<file path="src/rtl/hfd_pkg.sv">
package hfd_pkg;
    localparam int unsigned HFD_SAMPLE_W  = 12;
    localparam int unsigned HFD_MAX_TONES = 64;

    typedef enum logic [1:0] {
        HFD_COLLECT = 2'd0,
        HFD_DECIDE  = 2'd1,
        HFD_REPLAY  = 2'd2
    } hfd_state_e;

    typedef struct packed {
        logic rot_wins;
        logic closing;
    } hfd_evt_t;
endpackage

</file>
<file path="src/rtl/hfd_metric.sv">
module hfd_metric #(
    parameter int unsigned SW = 12
) (
    input  logic signed [SW-1:0] smp_i,
    input  logic signed [SW-1:0] smp_q,
    output logic signed [SW:0]   soft_plain,
    output logic signed [SW:0]   soft_rot,
    output logic        [SW:0]   mag_plain,
    output logic        [SW:0]   mag_rot
);
    logic signed [SW:0] ext_q;

    always_comb begin
        soft_plain = {smp_i[SW-1], smp_i};
        ext_q      = {smp_q[SW-1], smp_q};
        // a quarter turn sends (I, Q) to (-Q, I)
        soft_rot   = -ext_q;
        mag_plain  = soft_plain[SW] ? $unsigned(-soft_plain) : $unsigned(soft_plain);
        mag_rot    = soft_rot[SW]   ? $unsigned(-soft_rot)   : $unsigned(soft_rot);
    end
endmodule

</file>
<file path="src/rtl/hfd_accum.sv">
module hfd_accum #(
    parameter int unsigned MW = 13,
    parameter int unsigned GW = 6,
    localparam int unsigned ACCW = MW + GW
) (
    input  logic          clk,
    input  logic          rst,
    input  logic          add_en,
    input  logic          clr,
    input  logic [MW-1:0] mag_plain,
    input  logic [MW-1:0] mag_rot,
    output logic          rot_wins
);
    logic [ACCW-1:0] acc_plain, acc_rot;
    logic [ACCW-1:0] nxt_plain, nxt_rot;

    always_comb begin
        nxt_plain = acc_plain + {{GW{1'b0}}, mag_plain};
        nxt_rot   = acc_rot   + {{GW{1'b0}}, mag_rot};
        rot_wins  = nxt_rot > nxt_plain;
    end

    always_ff @(posedge clk) begin
        if (rst || clr) begin
            acc_plain <= '0;
            acc_rot   <= '0;
        end else if (add_en) begin
            acc_plain <= nxt_plain;
            acc_rot   <= nxt_rot;
        end
    end
endmodule

</file>
<file path="src/rtl/hfd_cache.sv">
module hfd_cache #(
    parameter int unsigned DW    = 13,
    parameter int unsigned DEPTH = 64,
    localparam int unsigned AW   = $clog2(DEPTH)
) (
    input  logic          clk,
    input  logic          we,
    input  logic [AW-1:0] waddr,
    input  logic [DW-1:0] wd_plain,
    input  logic [DW-1:0] wd_rot,
    input  logic [AW-1:0] raddr,
    input  logic          sel_rot,
    output logic [DW-1:0] rdata
);
    logic [DW-1:0] bank [2][DEPTH];

    for (genvar h = 0; h < 2; h++) begin : g_bank
        always_ff @(posedge clk) begin
            if (we) bank[h][waddr] <= (h == 0) ? wd_plain : wd_rot;
        end
    end

    assign rdata = bank[sel_rot ? 1 : 0][raddr];
endmodule

</file>
<file path="src/rtl/hdr_fmt_detect.sv">
module hdr_fmt_detect
    import hfd_pkg::*;
#(
    parameter int unsigned SW        = HFD_SAMPLE_W,
    parameter int unsigned MAX_TONES = HFD_MAX_TONES
) (
    input  logic                 clk,
    input  logic                 rst,
    input  logic                 in_valid,
    output logic                 in_ready,
    input  logic signed [SW-1:0] in_i,
    input  logic signed [SW-1:0] in_q,
    input  logic                 in_last,
    output logic                 dec_valid,
    output logic                 dec_ht,
    output logic                 out_valid,
    output logic signed [SW:0]   out_soft,
    output logic                 out_last
);
    localparam int unsigned AW = $clog2(MAX_TONES);
    localparam int unsigned MW = SW + 1;

    hfd_state_e state;
    logic [AW-1:0] wr_ptr, rd_ptr, last_idx;
    logic          ht_q;
    logic          accept;
    hfd_evt_t      evt;

    logic signed [SW:0] soft_plain, soft_rot;
    logic [MW-1:0]      mag_plain, mag_rot;
    logic [MW-1:0]      rd_word;

    assign in_ready  = (state == HFD_COLLECT);
    assign accept    = in_valid && in_ready;
    assign evt.closing = accept && (in_last || wr_ptr == AW'(MAX_TONES - 1));

    hfd_metric #(.SW(SW)) u_metric (
        .smp_i      (in_i),
        .smp_q      (in_q),
        .soft_plain (soft_plain),
        .soft_rot   (soft_rot),
        .mag_plain  (mag_plain),
        .mag_rot    (mag_rot)
    );

    hfd_accum #(.MW(MW), .GW(AW + 1)) u_accum (
        .clk       (clk),
        .rst       (rst),
        .add_en    (accept),
        .clr       (evt.closing),
        .mag_plain (mag_plain),
        .mag_rot   (mag_rot),
        .rot_wins  (evt.rot_wins)
    );

    hfd_cache #(.DW(MW), .DEPTH(MAX_TONES)) u_cache (
        .clk      (clk),
        .we       (accept),
        .waddr    (wr_ptr),
        .wd_plain (soft_plain),
        .wd_rot   (soft_rot),
        .raddr    (rd_ptr),
        .sel_rot  (ht_q),
        .rdata    (rd_word)
    );

    always_ff @(posedge clk) begin
        if (rst) begin
            state    <= HFD_COLLECT;
            wr_ptr   <= '0;
            rd_ptr   <= '0;
            last_idx <= '0;
            ht_q     <= 1'b0;
        end else begin
            unique case (state)
                HFD_COLLECT: if (accept) begin
                    if (evt.closing) begin
                        last_idx <= wr_ptr;
                        wr_ptr   <= '0;
                        ht_q     <= evt.rot_wins;
                        state    <= HFD_DECIDE;
                    end else begin
                        wr_ptr <= wr_ptr + 1'b1;
                    end
                end
                HFD_DECIDE: begin
                    rd_ptr <= '0;
                    state  <= HFD_REPLAY;
                end
                HFD_REPLAY: begin
                    if (rd_ptr == last_idx) state <= HFD_COLLECT;
                    else                    rd_ptr <= rd_ptr + 1'b1;
                end
                default: state <= HFD_COLLECT;
            endcase
        end
    end

    assign dec_valid = (state == HFD_DECIDE);
    assign dec_ht    = ht_q;
    assign out_valid = (state == HFD_REPLAY);
    assign out_soft  = $signed(rd_word);
    assign out_last  = out_valid && (rd_ptr == last_idx);
endmodule

</file>
<file path="config.mk">
export PLATFORM = sky130hd
export DESIGN_NAME = hdr_fmt_detect
export DESIGN_NICKNAME = d
export VERILOG_FILES = /design/src/rtl/hfd_pkg.sv /design/src/rtl/hfd_metric.sv /design/src/rtl/hfd_accum.sv /design/src/rtl/hfd_cache.sv /design/src/rtl/hdr_fmt_detect.sv
export SDC_FILE = /design/constraint.sdc
export NUM_CORES = 2
export LEC_CHECK = 0
export ABC_CLOCK_PERIOD_IN_PS = 9100
export CAP_MARGIN = 20
export CORE_UTILIZATION = 40
export CTS_BUF_LIST = sky130_fd_sc_hd__clkbuf_8
export DETAILED_ROUTE_END_ITERATION = 6
export PLACE_DENSITY = 0.64
export SYNTH_ARGS = -nofsm -noshare
export SYNTH_HDL_FRONTEND = slang
export SYNTH_SLANG_ARGS = --single-unit
</file>
<file path="constraint.sdc">
create_clock -name clk -period 9.1 [get_ports clk]
set_input_delay 1.82 -clock clk [delete_from_list [all_inputs] [get_ports clk]]
set_output_delay 1.82 -clock clk [all_outputs]
set_load 0.02 [all_outputs]
</file>
==> results_dict.tcl <==
set metrics [dict create \
    outcome "finished clean" \
    worstSetupEndpointType "primary output" \
    pin_count 46 \
    cts_tree "built" \
    synth_top_cell_by_area "edfxtp_1" \
    first_global_vias 35958 \
    worst_path_most_repeated_cell "mux4_2" \
    drt-initial-drc-count 3957 \
    grt_max_degree 87 \
    worst_pin_slew_ns 1.201 \
    critPathLaunch "dec_ht$_SDFFE_PP0P_" \
    synth_top_area_share 0.7160 \
    clockBufferDepth 4 \
    clkTransAtPathRegs_ns 0.06 \
    yosys-top-cells-count "edfxtp_1, mux4_2, nand2_1, nor2_1, a21oi_1" \
    start_util 0.4049 \
    final.setup.worst_slack_ns 1.643 \
    grt_pass1_wl_mm 248.2 \
    crit-reg2reg-launch "u_accum.acc_plain[0]$_SDFFE_PP0P_" \
    dr.pass1.iters 7 \
    use_met3 0.03792 \
    syn_to_final_growth_pct 12.54 \
    leakage_nw 23.66 \
    synth_seq_area_share 0.7342 \
    syn_inst 3392 \
    synth_edf_count 1600 \
    report.final.hold_viol_count 0 \
    async_flop_share 0 \
    pre_cts_ws_ns 1.611 \
    clk_latency_ns 0.96 \
    p_per_area_mw_per_mm2 203.2 \
    crit_chain "buf_4 -> mux4_2 -> mux4_2 -> a22oi_1 -> o22ai_1 -> or2_1 -> clkdlybuf4s50_1" \
    cts_resized 0 \
    hold-worst-slack_ns 0.4642 \
    rsz0062_at_grt "false" \
    hold_path.startpoint "u_accum.acc_plain[9]$_SDFFE_PP0P_" \
    drive_above_1_share 0.2663 \
    globalRouteMet2Util 0.3248 \
    worstSetupPathType "flip-flop to primary output" \
    cts-buffers-inserted 278 \
    dieArea_mm2 0.1694 \
    viasPerCell 5.770 \
    hpwl_mm 97.90 \
    period_needed_ns 7.457 \
    setup_violations 0 \
    core_mm2 0.1657 \
    num_vias 34893 \
    synth_cell_types 78 \
    port_buffers 45 \
    slowest_stage "dfxtp_4" \
    critical_path.max_fanout 36 \
    cts_root_buffer "clkbuf_8" \
    worstPathRequired_ns 7.28 \
    cts_sinks 1661 \
    cp_slowest_stage_delay_ns 0.94 \
    setup.worst_path.start_class "flip-flop" \
    finish.instance_area_mm2 0.07552 \
    place_inst 5586 \
    holdBufCountCts 0 \
    fmax_ghz 0.1341 \
    synth_seq_cells 1661 \
    row_count 149 \
    postRouteAntennaNets 0 \
    synth_warnings 0 \
    yosysMostFrequentCell "edfxtp_1" \
    synthFlopType "edfxtp_1" \
    fin_cells 6047 \
    drc_errors 0 \
    wl_per_cell_um 28.22 \
    track_usage 0.2025 \
    die_h_um 411.6 \
    arrival_ns 5.64 \
    dpl-instance-area_mm2 0.07081 \
    hp-class "flip-flop to flip-flop" \
    tns_ns 0 \
    max_cap_viol_count 0 \
    period_share 0.8195 \
    top_usage_layer "met2" \
    htree_levels 5 \
    route.final.wire_length_mm 170.7 \
    slew_violations 0 \
    yosys-top-cells-area "edfxtp_1, mux4_2, dfxtp_1" \
    syn_avg_cell_area_um2 19.78 \
    nets 3758 \
    grt_antenna_before_repair 7 \
    die_x_um 411.6 \
    grt_overflow_total 0 \
    relSlewSlack 0.1924 \
    ir_drop_mv 0.1585 \
    grt_use_met1 0.2800 \
    finClkSkew_ns 0.06217 \
    synth_area_mm2 0.06711 \
    cts_setup_buffers 0 \
    place.gp.congestion 0.8096 \
]
## state kept, by name, summed over array words and instances, names as in the netlist
name / count
last_idx: 6
rd_ptr: 6
state: 2
wr_ptr: 6
dec_ht: 1
u_accum.acc_plain: 20
u_cache.bank: 1600
u_accum.acc_rot: 20
## power by group
part / switching, mW / internal, mW
sequential: 0.0284 / 8.43
clock: 2.84 / 2.96
combinational: 0.664 / 0.426
## layout make-up
cell class              instances  area, um2
flip-flops and latches       1661      49280
inverters                      26      97.59
fillers                     13870      90220
repair buffers                192       1624
diodes                          2      5.005
well taps                    2189       2739
multi-input cells            1518      17070
clock inverters               175      792.0
clock buffers                 284       3909
## metal layers
| metal | part of all wire | routed length [um] | vias to the layer above |
|---|---|---|---|
| met1 | 0.41 | 70670 | 18510 |
| li1 | - | - | 14552 |
| met5 | 0 | 0 | - |
| met3 | 0.077 | 13190 | 285 |
| met4 | 0.025 | 4225 | 0 |
| met2 | 0.48 | 82590 | 1546 |
## worst max-delay path: cells and delay by family, from the launching register on
family | cells | cell delay (ns)
buffers and inverters | 2 | 1.25
muxes | 2 | 1.16
DFF | 1 | 0.94
AOI/OAI and AO/OA | 2 | 0.92
and+or+nand+nor | 1 | 0.38
## stage by stage
| stage | util | power, mW |
|---|---|---|
| after floorplan | - | 9.318 |
| final | 0.4557 | 15.35 |
| after detailed placement | 0.4273 | 9.718 |
| after global routing | 0.4556 | 15.89 |
| after CTS | 0.4556 | 15.49 |
| after global placement | 0.4272 | 9.703 |
## placed cells by master (no fill, tap or decap), drive strengths merged, types with 7 or more instances in the layout
cell type	instances
buf	160
nor2	149
clkbuf	284
a211oi	40
a31oi	18
and3	9
nor4	12
a21o	15
ha	51
dfxtp	61
inv	121
nand2b	15
or3	10
mux4	439
a311oi	10
a2111oi	7
nand2	183
clkdlybuf4s50	32
a21oi	105
nand4	8
nor3	36
xor2	25
clkinv	71
o22ai	21
nand3	33
and2	29
mux2i	85
o31ai	14
a22oi	11
o21ai	40
xnor2	55
nor2b	19
edfxtp	1600
## cell families (layout without fill, tap and decap cells)
group | after synthesis | in the layout | synth area share
other | 1 | 4 | 0.00005588
buffers and inverters | 214 | 677 | 0.01587
and+or+nand+nor | 530 | 530 | 0.03686
muxes | 528 | 528 | 0.1607
xor gates and xnor gates | 80 | 80 | 0.01044
adders and majority gates | 53 | 53 | 0.01011
AOI/OAI and AO/OA | 325 | 325 | 0.03181
DFF | 1661 | 1661 | 0.7342
## worst paths after layout
kind,end,slack [ns],cells past startpoint
worst max-delay path,out_soft[5],1.64,7
worst max register to register,dec_ht$_SDFFE_PP0P_,5.17,14
worst min register to register,u_accum.acc_plain[9]$_SDFFE_PP0P_,0.46,2
worst min-delay path,u_accum.acc_plain[9]$_SDFFE_PP0P_,0.46,2
No activity file was read; power rests on OpenSTA's default activity.
